<file path="src/rtl/sa6_pkg.sv">
package sa6_pkg;
   localparam int unsigned SA6_MAX_W   = 16;
   localparam int unsigned SA6_MIN_W   = 4;
   localparam int unsigned SA6_BYTE_W  = 8;
   localparam int unsigned SA6_LAST_FR = 15;

   typedef enum logic {
      RD_MANUAL = 1'b0,
      RD_SECOND = 1'b1
   } rd_scheme_e;

   // first three Sa6 bits that select the two counted patterns
   localparam logic [2:0] SA6_PREFIX = 3'b001;
endpackage

</file>
<file path="src/rtl/sa6_pattern_tracker.sv">
module sa6_pattern_tracker
   import sa6_pkg::*;
(
   input  logic       clk,
   input  logic       rst_n,
   input  logic       frame_stb,
   input  logic [3:0] frame_idx,
   input  logic       sa6_bit,
   input  logic       mf_locked,
   output logic       smf_hit,
   output logic       mf_end
);
   logic [1:0] slot;
   logic       odd_fr;
   logic [1:0] have_q;
   logic [2:0] bits_q;

   assign odd_fr = frame_idx[0];
   assign slot   = frame_idx[2:1];

   always_ff @(posedge clk or negedge rst_n) begin
      if (!rst_n) begin
         have_q  <= '0;
         bits_q  <= '0;
         smf_hit <= 1'b0;
         mf_end  <= 1'b0;
      end else begin
         smf_hit <= 1'b0;
         mf_end  <= frame_stb && (frame_idx == 4'(SA6_LAST_FR));
         if (frame_stb && odd_fr) begin
            if (slot == 2'd0) begin
               bits_q[2] <= sa6_bit;
               have_q    <= 2'd1;
            end else if (slot != have_q) begin
               have_q <= 2'd0;
            end else if (slot == 2'd3) begin
               smf_hit <= mf_locked && (bits_q == SA6_PREFIX);
               have_q  <= 2'd0;
            end else begin
               bits_q[2 - slot] <= sa6_bit;
               have_q           <= have_q + 2'd1;
            end
         end
      end
   end


   hit_after_strobe_chk: assert property (@(posedge clk) disable iff (!rst_n)
      smf_hit |-> $past(frame_stb && frame_idx[0] && frame_idx[2:1] == 2'd3));


   hit_needs_lock_chk: assert property (@(posedge clk) disable iff (!rst_n)
      smf_hit |-> $past(mf_locked));
endmodule

</file>
<file path="src/rtl/sa6_sat_counter.sv">
module sa6_sat_counter #(
   parameter int unsigned W = 16
) (
   input  logic         clk,
   input  logic         rst_n,
   input  logic         inc,
   input  logic         clr,
   output logic [W-1:0] cnt
);
   localparam logic [W-1:0] TOP = {W{1'b1}};

   logic [W-1:0] cnt_d;

   always_comb begin
      if (clr)
         cnt_d = inc ? W'(1) : '0;
      else if (inc && cnt != TOP)
         cnt_d = cnt + W'(1);
      else
         cnt_d = cnt;
   end

   always_ff @(posedge clk or negedge rst_n) begin
      if (!rst_n) cnt <= '0;
      else        cnt <= cnt_d;
   end


   no_overflow_chk: assert property (@(posedge clk) disable iff (!rst_n)
      (cnt == TOP && !clr) |=> cnt == TOP);


   single_step_chk: assert property (@(posedge clk) disable iff (!rst_n)
      (inc && !clr && cnt != TOP) |=> cnt == $past(cnt) + W'(1));


   clear_restart_chk: assert property (@(posedge clk) disable iff (!rst_n)
      clr |=> cnt == W'($past(inc)));
endmodule

</file>
<file path="src/rtl/sa6_readout.sv">
module sa6_readout
   import sa6_pkg::*;
#(
   parameter int unsigned W = 16
) (
   input  logic         clk,
   input  logic         rst_n,
   input  logic         sec_mode,
   input  logic         sec_tick,
   input  logic         freeze_set,
   input  logic         hi_read,
   input  logic [W-1:0] live,
   output logic [W-1:0] buf_q,
   output logic         frozen,
   output logic         sec_irq,
   output logic         clr_live
);
   rd_scheme_e scheme;
   logic       freeze_rise;
   logic       load;

   assign scheme      = rd_scheme_e'(sec_mode);
   assign freeze_rise = (scheme == RD_MANUAL) && freeze_set && !frozen;
   assign clr_live    = (scheme == RD_SECOND) ? sec_tick : freeze_rise;
   assign load        = (scheme == RD_SECOND) ? sec_tick : !frozen;

   always_ff @(posedge clk or negedge rst_n) begin
      if (!rst_n) begin
         buf_q   <= '0;
         frozen  <= 1'b0;
         sec_irq <= 1'b0;
      end else begin
         sec_irq <= (scheme == RD_SECOND) && sec_tick;
         if (load) buf_q <= live;
         if (scheme == RD_SECOND)
            frozen <= 1'b0;
         else if (freeze_rise)
            frozen <= 1'b1;
         else if (hi_read)
            frozen <= 1'b0;
      end
   end


   frozen_hold_chk: assert property (@(posedge clk) disable iff (!rst_n)
      (frozen && !hi_read && !sec_mode) |=> $stable(buf_q));


   sec_irq_follow_chk: assert property (@(posedge clk) disable iff (!rst_n)
      (sec_mode && sec_tick) |=> sec_irq);


   sec_irq_cause_chk: assert property (@(posedge clk) disable iff (!rst_n)
      sec_irq |-> $past(sec_mode && sec_tick));


   release_chk: assert property (@(posedge clk) disable iff (!rst_n)
      (frozen && hi_read && !freeze_set) |=> !frozen);
endmodule

</file>
<file path="src/rtl/sa6_err_counter.sv">
module sa6_err_counter
   import sa6_pkg::*;
#(
   parameter int unsigned CNT_W = 16
) (
   input  logic       clk,
   input  logic       rst_n,
   input  logic       frame_stb,
   input  logic [3:0] frame_idx,
   input  logic       sa6_bit,
   input  logic       mf_locked,
   input  logic       crc_mode,
   input  logic       alarm_sim,
   input  logic       sec_tick,
   input  logic       sec_mode,
   input  logic       freeze_set,
   input  logic       hi_read,
   output logic [7:0] cnt_hi,
   output logic [7:0] cnt_lo,
   output logic       frozen,
   output logic       sec_irq
);
   localparam int unsigned HI_W = (CNT_W > SA6_BYTE_W) ? CNT_W - SA6_BYTE_W : 1;

   generate
      if (CNT_W < SA6_MIN_W || CNT_W > SA6_MAX_W) begin : g_bad_width
         $error("sa6_err_counter: CNT_W out of range");
      end
   endgenerate

   logic             smf_hit;
   logic             mf_end;
   logic             inc;
   logic             clr_live;
   logic [CNT_W-1:0] live;
   logic [CNT_W-1:0] buf_q;

   sa6_pattern_tracker i_track (
      .clk       (clk),
      .rst_n     (rst_n),
      .frame_stb (frame_stb),
      .frame_idx (frame_idx),
      .sa6_bit   (sa6_bit),
      .mf_locked (mf_locked),
      .smf_hit   (smf_hit),
      .mf_end    (mf_end)
   );

   assign inc = crc_mode && (alarm_sim ? mf_end : smf_hit);

   sa6_sat_counter #(.W(CNT_W)) i_cnt (
      .clk   (clk),
      .rst_n (rst_n),
      .inc   (inc),
      .clr   (clr_live),
      .cnt   (live)
   );

   sa6_readout #(.W(CNT_W)) i_rd (
      .clk        (clk),
      .rst_n      (rst_n),
      .sec_mode   (sec_mode),
      .sec_tick   (sec_tick),
      .freeze_set (freeze_set),
      .hi_read    (hi_read),
      .live       (live),
      .buf_q      (buf_q),
      .frozen     (frozen),
      .sec_irq    (sec_irq),
      .clr_live   (clr_live)
   );

   generate
      if (CNT_W > SA6_BYTE_W) begin : g_two_bytes
         logic [HI_W-1:0] hi_part;
         assign hi_part = buf_q[CNT_W-1:SA6_BYTE_W];
         assign cnt_hi  = 8'(hi_part);
         assign cnt_lo  = buf_q[SA6_BYTE_W-1:0];
      end else begin : g_one_byte
         assign cnt_hi = '0;
         assign cnt_lo = 8'(buf_q);
      end
   endgenerate


   dbl_frame_idle_chk: assert property (@(posedge clk) disable iff (!rst_n)
      (!crc_mode && !clr_live) |=> $stable(live));


   alarm_once_chk: assert property (@(posedge clk) disable iff (!rst_n)
      (crc_mode && alarm_sim && !mf_end && !clr_live) |=> $stable(live));
endmodule

</file>
<file path="config.mk">
export PLATFORM = sky130hd
export DESIGN_NAME = sa6_err_counter
export DESIGN_NICKNAME = d
export VERILOG_FILES = /design/src/rtl/sa6_pkg.sv /design/src/rtl/sa6_pattern_tracker.sv /design/src/rtl/sa6_sat_counter.sv /design/src/rtl/sa6_readout.sv /design/src/rtl/sa6_err_counter.sv
export SDC_FILE = /design/constraint.sdc
export NUM_CORES = 1
export LEC_CHECK = 0
export ABC_AREA = 0
export ABC_CLOCK_PERIOD_IN_PS = 3620
export BUFFER_PORTS_ARGS = -buffer_cell sky130_fd_sc_hd__buf_4
export CORE_MARGIN = 2
export CORE_UTILIZATION = 25
export CTS_CLUSTER_SIZE = 10
export DETAILED_ROUTE_END_ITERATION = 10
export SLEW_MARGIN = 20
export SYNTH_ARGS = -nofsm -noshare
export SYNTH_HDL_FRONTEND = slang
export SYNTH_SLANG_ARGS = --single-unit
</file>
<file path="constraint.sdc">
create_clock -name clk -period 3.62 [get_ports clk]
set_input_delay 0.724 -clock clk [delete_from_list [all_inputs] [get_ports clk]]
set_output_delay 0.724 -clock clk [all_outputs]
set_load 0.03 [all_outputs]
</file>
==> results by group <==
Run status
  • Outcome: complete, no violations

Global routing
  • Initial antenna violation count: 0
  • Largest net degree at the start of global routing: 42
  • First-pass GRT wire length: ~7.2 mm
  • Number of global-route vias before repair: 1596
  • Total track usage: 10.1%
  • Global route overflow: 0

STA
  • Pins Over Slew Limit: 0
  • RSZ-0062 raised after global routing: false
  • Final period util: 57.1%
  • Hold Fails Final Rpt: 0
  • Setup violations, final: 0
  • Total Neg Setup Slack: 0 ns
  • Clock Skews: 0.00395 ns
  • F_max: between 0.4 and 0.5 GHz
  • Worst-margin pin slew: 0.856 ns
  • Fin crit period: 2.07 ns
  • Slew headroom: 42.9%

Power and ir drop
  • VDD IR-drop max: 0.121 mV
  • PD cells: around 340 nW/µm²
  • Cell leakage power: 1.14 nW
  • Design Power: 0.871 mW

Floorplan
  • Die W: 96.2 µm
  • Die footprint: 9250 µm²
  • Row count: 33
  • Total core area: between 8000 and 9000 µm²
  • I/O pins: 33
  • Die Ht: 96.2 µm
  • Initial Util: 25.9%

Route
  • Residual DRC: 0
  • Wirelength per Cell: 13.4 µm
  • Post-route ant nets: 0
  • Drt total wl: 4.34 mm
  • Pre-Repair DR Iteration Count: 4
  • Via density: 4.91
  • Via Count: 1595
  • DR iter-0 viols: 52

Clocking
  • Clock Latency Late Sink: 0.29 ns
  • CTS H-tree depth: 2
  • Post-cts sizing count: 0
  • Clock Tree Buf Depth: 2
  • Root Driver: clkbuf_8
  • Clock Sinks: 41
  • Post-CTS Setup Bufs: 0
  • Clk pin slew, worst setup/hold paths: 0.07 ns
  • CTS tree: built
  • CTS Buf Count: 5
  • CTS hold repair buffers: 0

Synthesis
  • YS warnings: 0
  • Avg Cell Area, Syn: about 11 µm²
  • Syn Nets: between 200 and 250
  • Post-Syn Area: ~2100 µm²
  • Post-synth ARST share: 100%
  • Dominant synthesized flop cell: dfrtp_1
  • Seq cells post-synth: 41
  • Post-synthesis instance total: 187
  • EDFF count, synth: 0
  • Register area share after synthesis: 48.3%
  • Netlist cell types: 47

Setup path
  • Worst EP required: 3.80 ns
  • Worst r2r src: i_cnt.cnt[0]
  • WP buf/inv: 2
  • Worst-path fanout max: 5
  • Crit. End Element: flip-flop
  • Worst path slowest cell: nor4_1
  • Reg2Reg Depth: 5
  • Crit-path cells: buf_4 > inv_1 > ha_1 > nand3b_1 > nor4_1 > nand2_1 > mux2_2
  • R2r setup slk: 1.86 ns
  • WP data arrival: 2.24 ns
  • Largest delay share family, worst path: simple AND/OR/NAND/NOR gates
  • Critical Path Start Type: input pin
  • CP max stage delay: 0.49 ns
  • Critical R2R Capture: i_cnt.cnt[9]
  • WS Path Type: input pin to flip-flop

Layout
  • Area grow syn2layout: 19.5%
  • Most common cell after layout, fill and taps aside: dfrtp_1
  • Fin util: a little under a third
  • Most frequent cells in the layout: 41 x dfrtp_1, 32 x buf_4, 18 x mux2_2
  • Register area: 1030 µm²
  • Ant diodes: 0
  • Area of the multi-input gates: 1030 µm²
  • Fin nets: ~240
  • Layout cell share with drive strength beyond 1: 31.8%
  • Fillers: a little over 800

Hold path
  • Hold Path Class: input pin to async pin

Placement
  • PortBufs: 32
  • Detailed Place HPWL: roughly 3.2 mm
  • Final Wtd Congestion: 0.771

Job
  • MaxCap Viol Count: 0
==> synthesized netlist by cell type, drive strengths merged (4+ instances only) <==
| cell type | number | share of area, % |
|---|---|---|
| a21oi | 13 | 3.1 |
| nor4 | 5 | 2.5 |
| nand2 | 14 | 2.5 |
| o31ai | 8 | 2.8 |
| inv | 6 | 1.1 |
| o21ai | 7 | 1.6 |
| nand4 | 8 | 4.8 |
| nor2 | 7 | 1.4 |
| dfrtp | 41 | 48 |
| nand3 | 6 | 1.4 |
| or3 | 4 | 1.2 |
| or4 | 9 | 3.2 |
| mux2 | 19 | 10 |
| ha | 6 | 3.5 |
==> worst max path at each step <==
| stage | startpoint | endpoint | slack [ns] | cells after the start |
|---|---|---|---|---|
| 3_5_place_dp | frame_idx[1] | i_track.bits_q[1] | 1.26 | 7 |
| 2_1_floorplan | frame_idx[1] | i_track.bits_q[0] | 1.61 | 6 |
| 4_1_cts | frame_idx[1] | i_track.bits_q[1] | 1.57 | 7 |
| 6_report | frame_idx[1] | i_track.bits_q[1] | 1.55 | 7 |
| 5_1_grt | frame_idx[1] | i_track.bits_q[0] | 1.51 | 7 |
| 3_3_place_gp | frame_idx[1] | i_track.bits_q[1] | 1.27 | 7 |
==> per-layer routing <==
layer / GRT usage, % / vias to the layer above / routed length (µm)
met5: 0 / - / 0
met4: 4.40 / 0 / 74
met3: 3.29 / 7 / 239
met2: 17.1 / 29 / 2120
met1: 11.5 / 791 / 1910
li1: - / 768 / -
==> area by class of cell <==
cell class,instances,share of cell area (%)
multi-input combinational,134,40.7
sequential,41,40.4
tap,105,5.17
clock buffer,7,3.40
inverter,6,0.887
timing repair buffer,32,9.46
==> flip-flops by register name, summed over array words and instances (netlist names) <==
| signal | count |
|---|---|
| i_cnt.cnt | 16 |
| i_rd.buf_q | 16 |
| i_track.bits_q | 3 |
| i_track.have_q | 2 |
| i_rd.frozen | 1 |
| i_rd.sec_irq | 1 |
| i_track.mf_end | 1 |
| i_track.smf_hit | 1 |
==> cell families after synthesis <==
logic type	share of synthesized area [%]
AND/OR/NAND/NOR	22.1
flip-flops	48.3
AO/OA/AOI/OAI	11.4
multiplexers	10.7
buffers and inverters	3.12
adder cells (fa/ha/maj)	3.53
XOR/XNOR	0.825
==> through the flow <==
step	hold WS (ns)	instance area, µm²	instances	worst slack [ns]
after detailed placement	0.476	2450	318	1.26
after floorplan	0.428	2120	187	1.61
final	0.400	2540	325	1.55
after CTS	0.425	2540	325	1.57
after global placement	0.467	2450	318	1.27
after global routing	0.441	2540	325	1.51
==> where the power goes <==
group	leakage [nW]	switching, mW	internal (mW)
sequential	0.567	0.0105	0.473
combinational	0.531	0.0519	0.0405
clock	0.0443	0.145	0.151
total	1.14	0.207	0.664
==> worst reg2reg max path: stages, from the launching register on <==
cell and delay [ns]:
dfrtp_1 0.42, ha_1 0.28, nand3_1 0.19, nor3_2 0.13, or4_1 0.52, a21oi_1 0.16
Note: power is estimated with default switching activity, not from simulation.
